## config.mk

```make
export PLATFORM = sky130hd
export DESIGN_NAME = i2s_master_tx
export DESIGN_NICKNAME = d
export VERILOG_FILES = /design/src/rtl/i2s_tx_pkg.sv /design/src/rtl/i2s_tx_ctrl.sv /design/src/rtl/i2s_tx_clkgen.sv /design/src/rtl/i2s_tx_serializer.sv /design/src/rtl/i2s_master_tx.sv
export SDC_FILE = /design/constraint.sdc
export NUM_CORES = 1
export LEC_CHECK = 0
export CAP_MARGIN = 30
export CORE_MARGIN = 8
export CORE_UTILIZATION = 50
export CTS_CLUSTER_DIAMETER = 40
export DETAILED_ROUTE_END_ITERATION = 10
export DONT_BUFFER_PORTS = 1
export GPL_ROUTABILITY_DRIVEN = 0
export PLACE_DENSITY = 0.68
export SLEW_MARGIN = 0
export SYNTH_ARGS = -nofsm -noshare
export SYNTH_HDL_FRONTEND = slang
export SYNTH_SLANG_ARGS = --single-unit
```

## constraint.sdc

```tcl
create_clock -name clk -period 2.1 [get_ports clk]
set_input_delay 0.42 -clock clk [delete_from_list [all_inputs] [get_ports clk]]
set_output_delay 0.42 -clock clk [all_outputs]
set_load 0.01 [all_outputs]
```

## src/rtl/i2s_tx_pkg.sv

```systemverilog
package i2s_tx_pkg;

    typedef enum logic [1:0] {
        ST_IDLE   = 2'd0,
        ST_CLKRUN = 2'd1,
        ST_ARMED  = 2'd2,
        ST_TX     = 2'd3
    } tx_state_e;

endpackage

```

## src/rtl/i2s_tx_ctrl.sv

```systemverilog
module i2s_tx_ctrl
    import i2s_tx_pkg::*;
(
    input  logic clk,
    input  logic rst_n,
    input  logic cmd_swrst,
    input  logic cmd_clk_en,
    input  logic cmd_tx_en,
    input  logic frame_end,
    output logic run,
    output logic accept_en,
    output logic tx_on
);

    tx_state_e state_q, state_d;

    // state register
    always_ff @(posedge clk or negedge rst_n) begin
        if (!rst_n) begin
            state_q <= ST_IDLE;
        end else begin
            state_q <= state_d;
        end
    end

    // transitions; software reset outranks every other command
    always_comb begin
        state_d = state_q;
        if (cmd_swrst) begin
            state_d = ST_IDLE;
        end else begin
            unique case (state_q)
                ST_IDLE: begin
                    if (cmd_clk_en && cmd_tx_en) state_d = ST_ARMED;
                    else if (cmd_clk_en)         state_d = ST_CLKRUN;
                end
                ST_CLKRUN: begin
                    if (cmd_tx_en) state_d = ST_ARMED;
                end
                ST_ARMED: begin
                    if (frame_end) state_d = ST_TX;
                end
                ST_TX: begin
                    state_d = ST_TX;
                end
                default: state_d = ST_IDLE;
            endcase
        end
    end

    // decoded outputs
    always_comb begin
        run       = 1'b0;
        accept_en = 1'b0;
        tx_on     = 1'b0;
        unique case (state_q)
            ST_IDLE:   ;
            ST_CLKRUN: run = 1'b1;
            ST_ARMED: begin
                run       = 1'b1;
                accept_en = 1'b1;
            end
            ST_TX: begin
                run       = 1'b1;
                accept_en = 1'b1;
                tx_on     = 1'b1;
            end
            default: ;
        endcase
    end

endmodule

```

## src/rtl/i2s_tx_clkgen.sv

```systemverilog
module i2s_tx_clkgen #(
    parameter int MCLK_DIV   = 4,
    parameter int BCLK_DIV   = 16,
    parameter int FRAME_BITS = 64
) (
    input  logic                          clk,
    input  logic                          rst_n,
    input  logic                          clr,
    output logic                          mclk,
    output logic                          bclk,
    output logic [$clog2(FRAME_BITS)-1:0] bit_idx,
    output logic                          frame_end
);

    localparam int CW = $clog2(BCLK_DIV);
    localparam int MW = $clog2(MCLK_DIV);
    localparam int IW = $clog2(FRAME_BITS);
    localparam logic [CW-1:0] CNT_LAST = CW'(BCLK_DIV - 1);
    localparam logic [IW-1:0] IDX_LAST = IW'(FRAME_BITS - 1);

    logic [CW-1:0] cnt_q;
    logic [IW-1:0] idx_q;
    logic          wrap;

    assign wrap = (cnt_q == CNT_LAST);

    always_ff @(posedge clk or negedge rst_n) begin
        if (!rst_n) begin
            cnt_q <= '0;
            idx_q <= '0;
        end else if (clr) begin
            cnt_q <= '0;
            idx_q <= '0;
        end else begin
            cnt_q <= wrap ? '0 : cnt_q + 1'b1;
            if (wrap) begin
                idx_q <= (idx_q == IDX_LAST) ? '0 : idx_q + 1'b1;
            end
        end
    end

    // both clocks are the top bit of a power-of-two count: 50% duty
    assign mclk      = cnt_q[MW-1];
    assign bclk      = cnt_q[CW-1];
    assign bit_idx   = idx_q;
    assign frame_end = wrap && (idx_q == IDX_LAST);

endmodule

```

## src/rtl/i2s_tx_serializer.sv

```systemverilog
module i2s_tx_serializer #(
    parameter int SAMPLE_W = 16,
    parameter int SLOT_W   = 32
) (
    input  logic                          clk,
    input  logic                          rst_n,
    input  logic                          clr,
    input  logic                          accept_en,
    input  logic                          tx_on,
    input  logic                          frame_end,
    input  logic [$clog2(2*SLOT_W)-1:0]   bit_idx,
    input  logic                          s_valid,
    input  logic [SAMPLE_W-1:0]           s_left,
    input  logic [SAMPLE_W-1:0]           s_right,
    output logic                          s_ready,
    output logic                          ws,
    output logic                          sdata,
    output logic                          underrun
);

    localparam int IW  = $clog2(2 * SLOT_W);
    localparam int PW  = $clog2(SLOT_W);
    localparam int SIW = $clog2(SAMPLE_W);

    logic [SAMPLE_W-1:0] hold_l_q, hold_r_q;
    logic                hold_full_q;
    logic [SAMPLE_W-1:0] act_l_q, act_r_q;
    logic                under_q;
    logic                take;

    assign s_ready = accept_en && !hold_full_q;
    assign take    = s_valid && s_ready;

    always_ff @(posedge clk or negedge rst_n) begin
        if (!rst_n) begin
            hold_l_q    <= '0;
            hold_r_q    <= '0;
            hold_full_q <= 1'b0;
            act_l_q     <= '0;
            act_r_q     <= '0;
            under_q     <= 1'b0;
        end else if (clr) begin
            hold_l_q    <= '0;
            hold_r_q    <= '0;
            hold_full_q <= 1'b0;
            act_l_q     <= '0;
            act_r_q     <= '0;
            under_q     <= 1'b0;
        end else if (frame_end && accept_en) begin
            if (hold_full_q) begin
                act_l_q     <= hold_l_q;
                act_r_q     <= hold_r_q;
                hold_full_q <= 1'b0;
            end else if (take) begin
                // pair arriving in the boundary cycle goes straight out
                act_l_q <= s_left;
                act_r_q <= s_right;
            end else begin
                act_l_q <= '0;
                act_r_q <= '0;
                under_q <= 1'b1;
            end
        end else if (take) begin
            hold_l_q    <= s_left;
            hold_r_q    <= s_right;
            hold_full_q <= 1'b1;
        end
    end

    // slot position 0 carries the previous slot's last (padding) bit;
    // positions 1..SAMPLE_W carry the sample MSB first
    logic                chan;
    logic [PW-1:0]       pos;
    logic [SAMPLE_W-1:0] word;
    logic [SIW-1:0]      bsel;

    always_comb begin
        chan  = bit_idx[IW-1];
        pos   = bit_idx[PW-1:0];
        word  = chan ? act_r_q : act_l_q;
        bsel  = SIW'(SAMPLE_W - int'(pos));
        sdata = tx_on && (pos != '0) && (int'(pos) <= SAMPLE_W) && word[bsel];
    end

    assign ws       = bit_idx[IW-1];
    assign underrun = under_q;

endmodule

```

## src/rtl/i2s_master_tx.sv

```systemverilog
module i2s_master_tx #(
    parameter int MCLK_DIV = 4,
    parameter int BCLK_DIV = 16,
    parameter int SLOT_W   = 32,
    parameter int SAMPLE_W = 16
) (
    input  logic                clk,
    input  logic                rst_n,
    input  logic                cmd_swrst,
    input  logic                cmd_clk_en,
    input  logic                cmd_tx_en,
    input  logic                s_valid,
    output logic                s_ready,
    input  logic [SAMPLE_W-1:0] s_left,
    input  logic [SAMPLE_W-1:0] s_right,
    output logic                mclk,
    output logic                bclk,
    output logic                ws,
    output logic                sdata,
    output logic                tx_active,
    output logic                underrun
);

    localparam int FRAME_BITS = 2 * SLOT_W;
    localparam int IW         = $clog2(FRAME_BITS);

    logic          run;
    logic          accept_en;
    logic          tx_on;
    logic          frame_end;
    logic          clr;
    logic [IW-1:0] bit_idx;

    assign clr = cmd_swrst || !run;

    i2s_tx_ctrl u_ctrl (
        .clk        (clk),
        .rst_n      (rst_n),
        .cmd_swrst  (cmd_swrst),
        .cmd_clk_en (cmd_clk_en),
        .cmd_tx_en  (cmd_tx_en),
        .frame_end  (frame_end),
        .run        (run),
        .accept_en  (accept_en),
        .tx_on      (tx_on)
    );

    i2s_tx_clkgen #(
        .MCLK_DIV   (MCLK_DIV),
        .BCLK_DIV   (BCLK_DIV),
        .FRAME_BITS (FRAME_BITS)
    ) u_clkgen (
        .clk        (clk),
        .rst_n      (rst_n),
        .clr        (clr),
        .mclk       (mclk),
        .bclk       (bclk),
        .bit_idx    (bit_idx),
        .frame_end  (frame_end)
    );

    i2s_tx_serializer #(
        .SAMPLE_W   (SAMPLE_W),
        .SLOT_W     (SLOT_W)
    ) u_ser (
        .clk        (clk),
        .rst_n      (rst_n),
        .clr        (clr),
        .accept_en  (accept_en),
        .tx_on      (tx_on),
        .frame_end  (frame_end),
        .bit_idx    (bit_idx),
        .s_valid    (s_valid),
        .s_left     (s_left),
        .s_right    (s_right),
        .s_ready    (s_ready),
        .ws         (ws),
        .sdata      (sdata),
        .underrun   (underrun)
    );

    assign tx_active = tx_on;

endmodule

```

==> results.cfg, run 1 <==
[power]
power_frac_seq_pct = 52.1
intPower_mw = 2.269
switching_share_pct = 22.50
power.switching_mw = 0.6586
pwr-share-comb_pct = 5.0
p_clk_share_pct = 42.9
p_leak_nw = 1.702
vdd_ir_drop_max_mv = 0.3237
power_density_mw_per_mm2 = 708.1

[sta]
period_needed_ns = 2.393
finalHoldViolCount = 78
fin_crit_sh_pct = 113.9
worstMarginPinSlew_ns = 0.3566
timing.final.ws_setup_ns = -0.2926
max_freq_mhz = 418.0
skew_ns = 0.006541
setup_viol = 1
hold_ws_ns = -0.2444
max_slew_margin_pct = 76.22
timing.final.max_slew_violations = 0
rsz0062_at_grt = true

[setup_path]
path_buf_inv = 1
r2r_cells = 8
critPathSlowestCell = mux4_2
cp_data_required_time_ns = 1.68
cp_max_fo = 7
critical_path.cell_chain = buf_12, mux4_2, mux2i_1, o221ai_1, and4b_2
start_kind = flop
cpPeakStageDelay_ns = 0.51
crit_type = flop to primary output
r2r-end = u_ser.hold_l_q[4]
worstReg2RegStart = u_clkgen.bit_idx[5]
critPathTopFamily = multiplexers
r2r_slack_ns = 0.10
cp-end-kind = primary output
crit_arrival_ns = 1.97

[status]
violations = negative hold slack, negative setup slack
outcome = finished with violations

[synthesis]
synth_edf_count = 0
ys_warn_count = 0
synth_flop_cell = dfrtp_1
syn-mean-instance-area_um2 = 11.10
async_flop_share_pct = 100.0
synth.area.top_cells = dfrtp_1 (53%), a32o_1 (8.7%), a22oi_1 (6.5%), o21ai_1 (4.3%), mux4_2 (4.3%)
synth_nets = 373
synth_top_area_share_pct = 52.95
synth-seq-cells = 78
synthesis.area_mm2 = 0.003686
yosysTopAreaCell = dfrtp_1
synth.distinct_cells = 41
synth_cells = 332
seq_area_frac_synth_pct = 52.95

[route]
drc_errors = 0
ant_nets = 0
viasPerCell = 6.073
vias = 2672
wire_per_inst_um = 18.59
wirelength_mm = 8.179
drtPass1Iterations = 5
drt_iter0_markers = 171

[worst_hold_path]
worstHoldPathType = primary input to async pin

[layout]
n_antenna_cell = 0
final_cell_count_no_fill = 440
drive_above_1_share_pct = 18.48
nNetsFinal = 377
syn2layout_area_growth_pct = 12.15

[clock_network]
cts_root_buf = clkbuf_8
cts_buffer_depth = 2
numCtsBuffers = 9
clkLatencyLatePin_ns = 0.35
cts_sinks = 78
path_clk_slew_ns = 0.08
cts_tree = built
cts_max_level = 3

[floorplan]
row_count = 31
fp.coreArea_mm2 = 0.007214
die_y_um = 101.9
die_w_um = 101.9
fp.dieArea_mm2 = 0.01038
io_pins = 45
initial_utilization_pct = 51.09

[placement]
hpwl_mm = 5.408
port_buffers = 0
dpl.cell_count = 419
pre_cts_slack_ns = 0.02080

[global_route]
grt_pass1_vias = 2676
grt.total_usage_pct = 16.86
grt_pass1_wl_mm = 13.57
grt_overflow = 0
antenna_found_initial = 0
grt_start_max_net_pins = 79

[flow_run]
drv_cap = 0
metrics by stage:
stage | hold WS (ns) | setup TNS (ns) | power [mW] | utilization [%] | instance area, µm²
3_3_place_gp | 0.1271 | 0 | 1.700 | 53.07 | 3829
3_5_place_dp | 0.1270 | 0 | 1.702 | 53.07 | 3829
2_1_floorplan | 0.1244 | 0 | 1.664 | - | 3687
6_report | -0.2444 | -0.2926 | 2.927 | 57.30 | 4134
5_1_grt | -0.2643 | -0.3627 | 3.025 | 57.30 | 4134
4_1_cts | -0.2593 | -0.3132 | 2.946 | 56.19 | 4054
state kept, by name, summed over array words and instances (netlist names):
| signal | flops |
|---|---|
| u_clkgen.bit_idx | 6 |
| u_ser.act_r_q | 16 |
| u_ser.hold_l_q | 16 |
| u_ser.hold_full_q | 1 |
| u_ctrl.state_q | 2 |
| u_clkgen.cnt_q | 4 |
| u_ser.act_l_q | 16 |
| u_ser.underrun | 1 |
| u_ser.hold_r_q | 16 |
cells in the final DEF (no fill, tap or decap), types with 2 or more instances in the layout:
cell type and count:
mux4_2 7, nor2_1 15, o21ai_0 5, nand2b_1 2, a211oi_1 2, a21oi_1 7
nand2_1 40, and3_1 4, inv_1 3, a22oi_1 32, nand3_2 2, nor3_1 4
buf_12 4, bufinv_16 2, nor2b_2 3, o21ai_1 33, buf_4 17, a32o_1 32
dfrtp_1 78, xor2_1 4, xnor2_1 2, mux2i_1 4, clkbuf_8 10
power groups by stage:
| stage | Combinational (mW) | Sequential, mW | Clock (mW) |
|---|---|---|---|
| 5_1_grt | 0.162 | 1.53 | 1.34 |
| 2_1_floorplan | 0.111 | 1.55 | 0 |
| 6_report | 0.146 | 1.52 | 1.26 |
| 3_3_place_gp | 0.145 | 1.55 | 0 |
| 3_5_place_dp | 0.147 | 1.55 | 0 |
| 4_1_cts | 0.147 | 1.52 | 1.27 |
metal layers:
layer	wire (µm)	up-vias	track usage, %
li1	-	1256	-
met1	3671	1344	22.13
met2	3867	56	25.25
met3	429	16	4.155
met4	211	0	8.916
met5	0	-	0
Yosys cell counts, types with 3 or more instances:
library cell	instances
a21oi_1	7
a22oi_1	32
a32o_1	32
and3_1	4
buf_2	12
buf_4	4
buf_6	4
clkbuf_1	10
dfrtp_1	78
ha_1	3
inv_1	3
mux2i_1	4
mux4_2	7
nand2_1	40
nor2_1	15
nor2b_1	4
nor3_1	4
o21ai_0	6
o21ai_1	32
xor2_1	4
cell type report:
class                   count  area, µm²
clock buffers              11      141.4
fillers                   628       3080
well taps                  99      123.9
flip-flops and latches     78       1952
inverters                   4      15.01
multi-input cells         220       1587
repair buffers             23      234.0
clock inverters             5      81.33
worst max path at each step:
| stage | end | depth (start not counted) | start | slack (ns) |
|---|---|---|---|---|
| global route | sdata | 6 | u_clkgen.bit_idx[5] | -0.36 |
| global placement | sdata | 6 | u_clkgen.bit_idx[0] | 0.06 |
| CTS | sdata | 5 | u_clkgen.bit_idx[5] | -0.31 |
| finish | sdata | 5 | u_clkgen.bit_idx[5] | -0.29 |
| detailed placement | sdata | 6 | u_clkgen.bit_idx[0] | 0.02 |
| floorplan | sdata | 7 | u_clkgen.bit_idx[0] | 0.02 |
kinds of logic (layout without fill, tap and decap cells):
group                    after synthesis  count (layout)  synth area share, %
flip-flops                            78              78                52.95
multiplexers                          12              12                5.669
XOR/XNOR                               6               6                1.426
AND/OR/NAND/NOR                       81              81                10.49
adder cells (fa/ha/maj)                3               3                1.018
buffers and inverters                 34              43                5.092
AO/OA/AOI/OAI                        118             118                23.35
what timing repair did:
| item | in CTS | in global routing |
|---|---|---|
| cloned | 0 | 0 |
| endpoints found under the hold margin | 78 | 78 |
| setup buffers | 0 | 5 |
| setup endpoints to repair | 1 | 3 |
| pin swaps | 0 | 2 |
| gates resized for setup | 1 | 13 |
No activity file was read; power rests on OpenSTA's default activity.
==> inputs of run 2 (changes only) <==
--- a/config.mk
+++ b/config.mk
@@ -6,13 +6,12 @@
 export NUM_CORES = 1
 export LEC_CHECK = 0
 export CAP_MARGIN = 30
-export CORE_MARGIN = 8
-export CORE_UTILIZATION = 50
+export CORE_MARGIN = 1
+export CORE_UTILIZATION = 47
 export CTS_CLUSTER_DIAMETER = 40
 export DETAILED_ROUTE_END_ITERATION = 10
 export DONT_BUFFER_PORTS = 1
 export GPL_ROUTABILITY_DRIVEN = 0
-export PLACE_DENSITY = 0.68
 export SLEW_MARGIN = 0
 export SYNTH_ARGS = -nofsm -noshare
 export SYNTH_HDL_FRONTEND = slang
==> results.cfg, run 2 (synthesis gave the netlist of run 1 again) <==
[power]
p_clk_share_pct = 41.1
power_frac_seq_pct = 53.7
pwr-share-comb_pct = 5.2
p_leak_nw = 1.666
intPower_mw = 2.153
power_density_mw_per_mm2 = 698.3
vdd_ir_drop_max_mv = 0.3778
switching_share_pct = 24.19
power.switching_mw = 0.6872
totalPowerFinal_mw = 2.840

[global_route]
grt_overflow = 0
grt_use_met2_pct = 28.91
met1_usage_pct = 31.59
grt.met3_usage_pct = 3.788
grt_pass1_wl_mm = 13.30
grt_start_max_net_pins = 79
grt_pass1_vias = 2566
grt-busiest-layer = met1
grt.total_usage_pct = 20.59
antenna_found_initial = 0

[layout]
drive_above_1_share_pct = 17.40
final_common_cell = dfrtp_1
syn2layout_area_growth_pct = 10.35
layout_common_cells = dfrtp_1 (78), nand2_1 (40), o21ai_1 (33)
multiInputGateArea_mm2 = 0.001573
n_antenna_cell = 0
regArea_mm2 = 0.001952
fill_cells = 651
nNetsFinal = 375

[setup_path]
cp_max_fo = 7
cp_data_required_time_ns = 1.68
critical_path.startpoint = u_clkgen.bit_idx[5]
critPathSlowestCell = mux4_2
crit_arrival_ns = 1.93
path_buf_inv = 1
worstReg2RegStart = u_clkgen.bit_idx[0]
cpPeakStageDelay_ns = 0.52
critPathTopFamily = multiplexers
start_kind = flop
critical_path.cell_chain = buf_6, mux4_2, mux2i_2, o21ai_1, and4b_2
crit_type = flop to primary output
cp-end-kind = primary output

[floorplan]
fp.coreArea_mm2 = 0.007408
fp.dieArea_mm2 = 0.008201
io_pins = 45
die_y_um = 90.56
die_w_um = 90.56
initial_utilization_pct = 49.76
row_count = 31

[route]
drtPass1Iterations = 5
ant_nets = 0
viasPerCell = 6.048
wire_per_inst_um = 18.33
wirelength_mm = 8.029
vias = 2649
drt_iter0_markers = 202
drc_errors = 0

[sta]
timing.final.ws_setup_ns = -0.2452
timing.final.max_slew_violations = 0
finalHoldViolCount = 78
period_needed_ns = 2.345
max_slew_margin_pct = 58.86
worstMarginPinSlew_ns = 0.6172
tns_ns = -0.2452
skew_ns = 0.01291
hold_ws_ns = -0.2479
max_freq_mhz = 426.4
fin_crit_sh_pct = 111.7
setup_viol = 1
rsz0062_at_grt = true

[clock_network]
cts_sinks = 78
path_clk_slew_ns = 0.09
numCtsBuffers = 9
clkLatencyLatePin_ns = 0.35
cts_max_level = 3
cts_buffer_depth = 2
cts_tree = built
cts_root_buf = clkbuf_8

[placement]
hpwl_mm = 5.262
pre_cts_slack_ns = 0.06253
port_buffers = 0

[flow_run]
drv_cap = 0

[status]
outcome = finished with violations
violations = negative hold slack, negative setup slack

[worst_hold_path]
worstHoldPathType = primary input to async pin
## run 2: final timing paths
| check | cells after the start | slack [ns] | end |
|---|---|---|---|
| max in group asynchronous | 0 | 2.23 | u_ser.hold_r_q[4] |
| worst max register to register | 7 | 0.14 | u_ser.hold_l_q[6] |
| worst min-delay path | 0 | -0.25 | u_clkgen.bit_idx[2] |
| worst min register to register | 1 | 0.47 | u_clkgen.cnt_q[0] |
| worst max-delay path | 5 | -0.25 | sdata |
| min in group clk | 1 | 0.11 | u_ctrl.state_q[1] |
## run 2: layer usage
metal  up-vias  part of all wire [%]
li1       1251                     -
met1      1326                    49
met2        59                    45
met3        13                   4.4
met4         0                   1.6
met5         -                     0
## run 2: timing repair
| action | in CTS | in global routing |
|---|---|---|
| endpoints found under the hold margin | 78 | 78 |
| setup buffers | 1 | 1 |
| pin swaps | 0 | 0 |
| endpoints found under the setup margin | 1 | 1 |
| resized for setup | 4 | 3 |
## run 2: area by class of cell
type,count,share of cell area [%]
clock inverter,6,1.661
tap,99,3.045
sequential,78,47.99
timing repair buffer,21,4.891
multi-input combinational,220,38.67
clock buffer,10,3.384
inverter,4,0.3691
## run 2: per-stage QoR
step / util, % / std cells / cell area (µm²) / hold slack, ns
after floorplan: - / 332 / 3687 / 0.1244
after global placement: 51.61 / 420 / 3824 / 0.1263
after detailed placement: 51.61 / 420 / 3824 / 0.1265
after CTS: 54.74 / 437 / 4055 / -0.2632
after global routing: 54.91 / 438 / 4068 / -0.2697
final: 54.91 / 438 / 4068 / -0.2479
## run 2: worst register-to-register path, delay by kind of cell, from the launching register on
family	cells	cell delay [ns]
adder cells (fa/ha/maj)	1	0.23
AO/OA/AOI/OAI	1	0.27
flip-flops	1	0.35
AND/OR/NAND/NOR	3	0.61
buffers and inverters	2	0.41
## run 2: power by group through the flow
| stage | logic, mW | clock network (mW) | registers [mW] |
|---|---|---|---|
| global placement | 0.148 | 0 | 1.55 |
| floorplan | 0.111 | 0 | 1.55 |
| global route | 0.161 | 1.25 | 1.53 |
| finish | 0.148 | 1.17 | 1.52 |
| CTS | 0.150 | 1.20 | 1.52 |
| detailed placement | 0.149 | 0 | 1.55 |
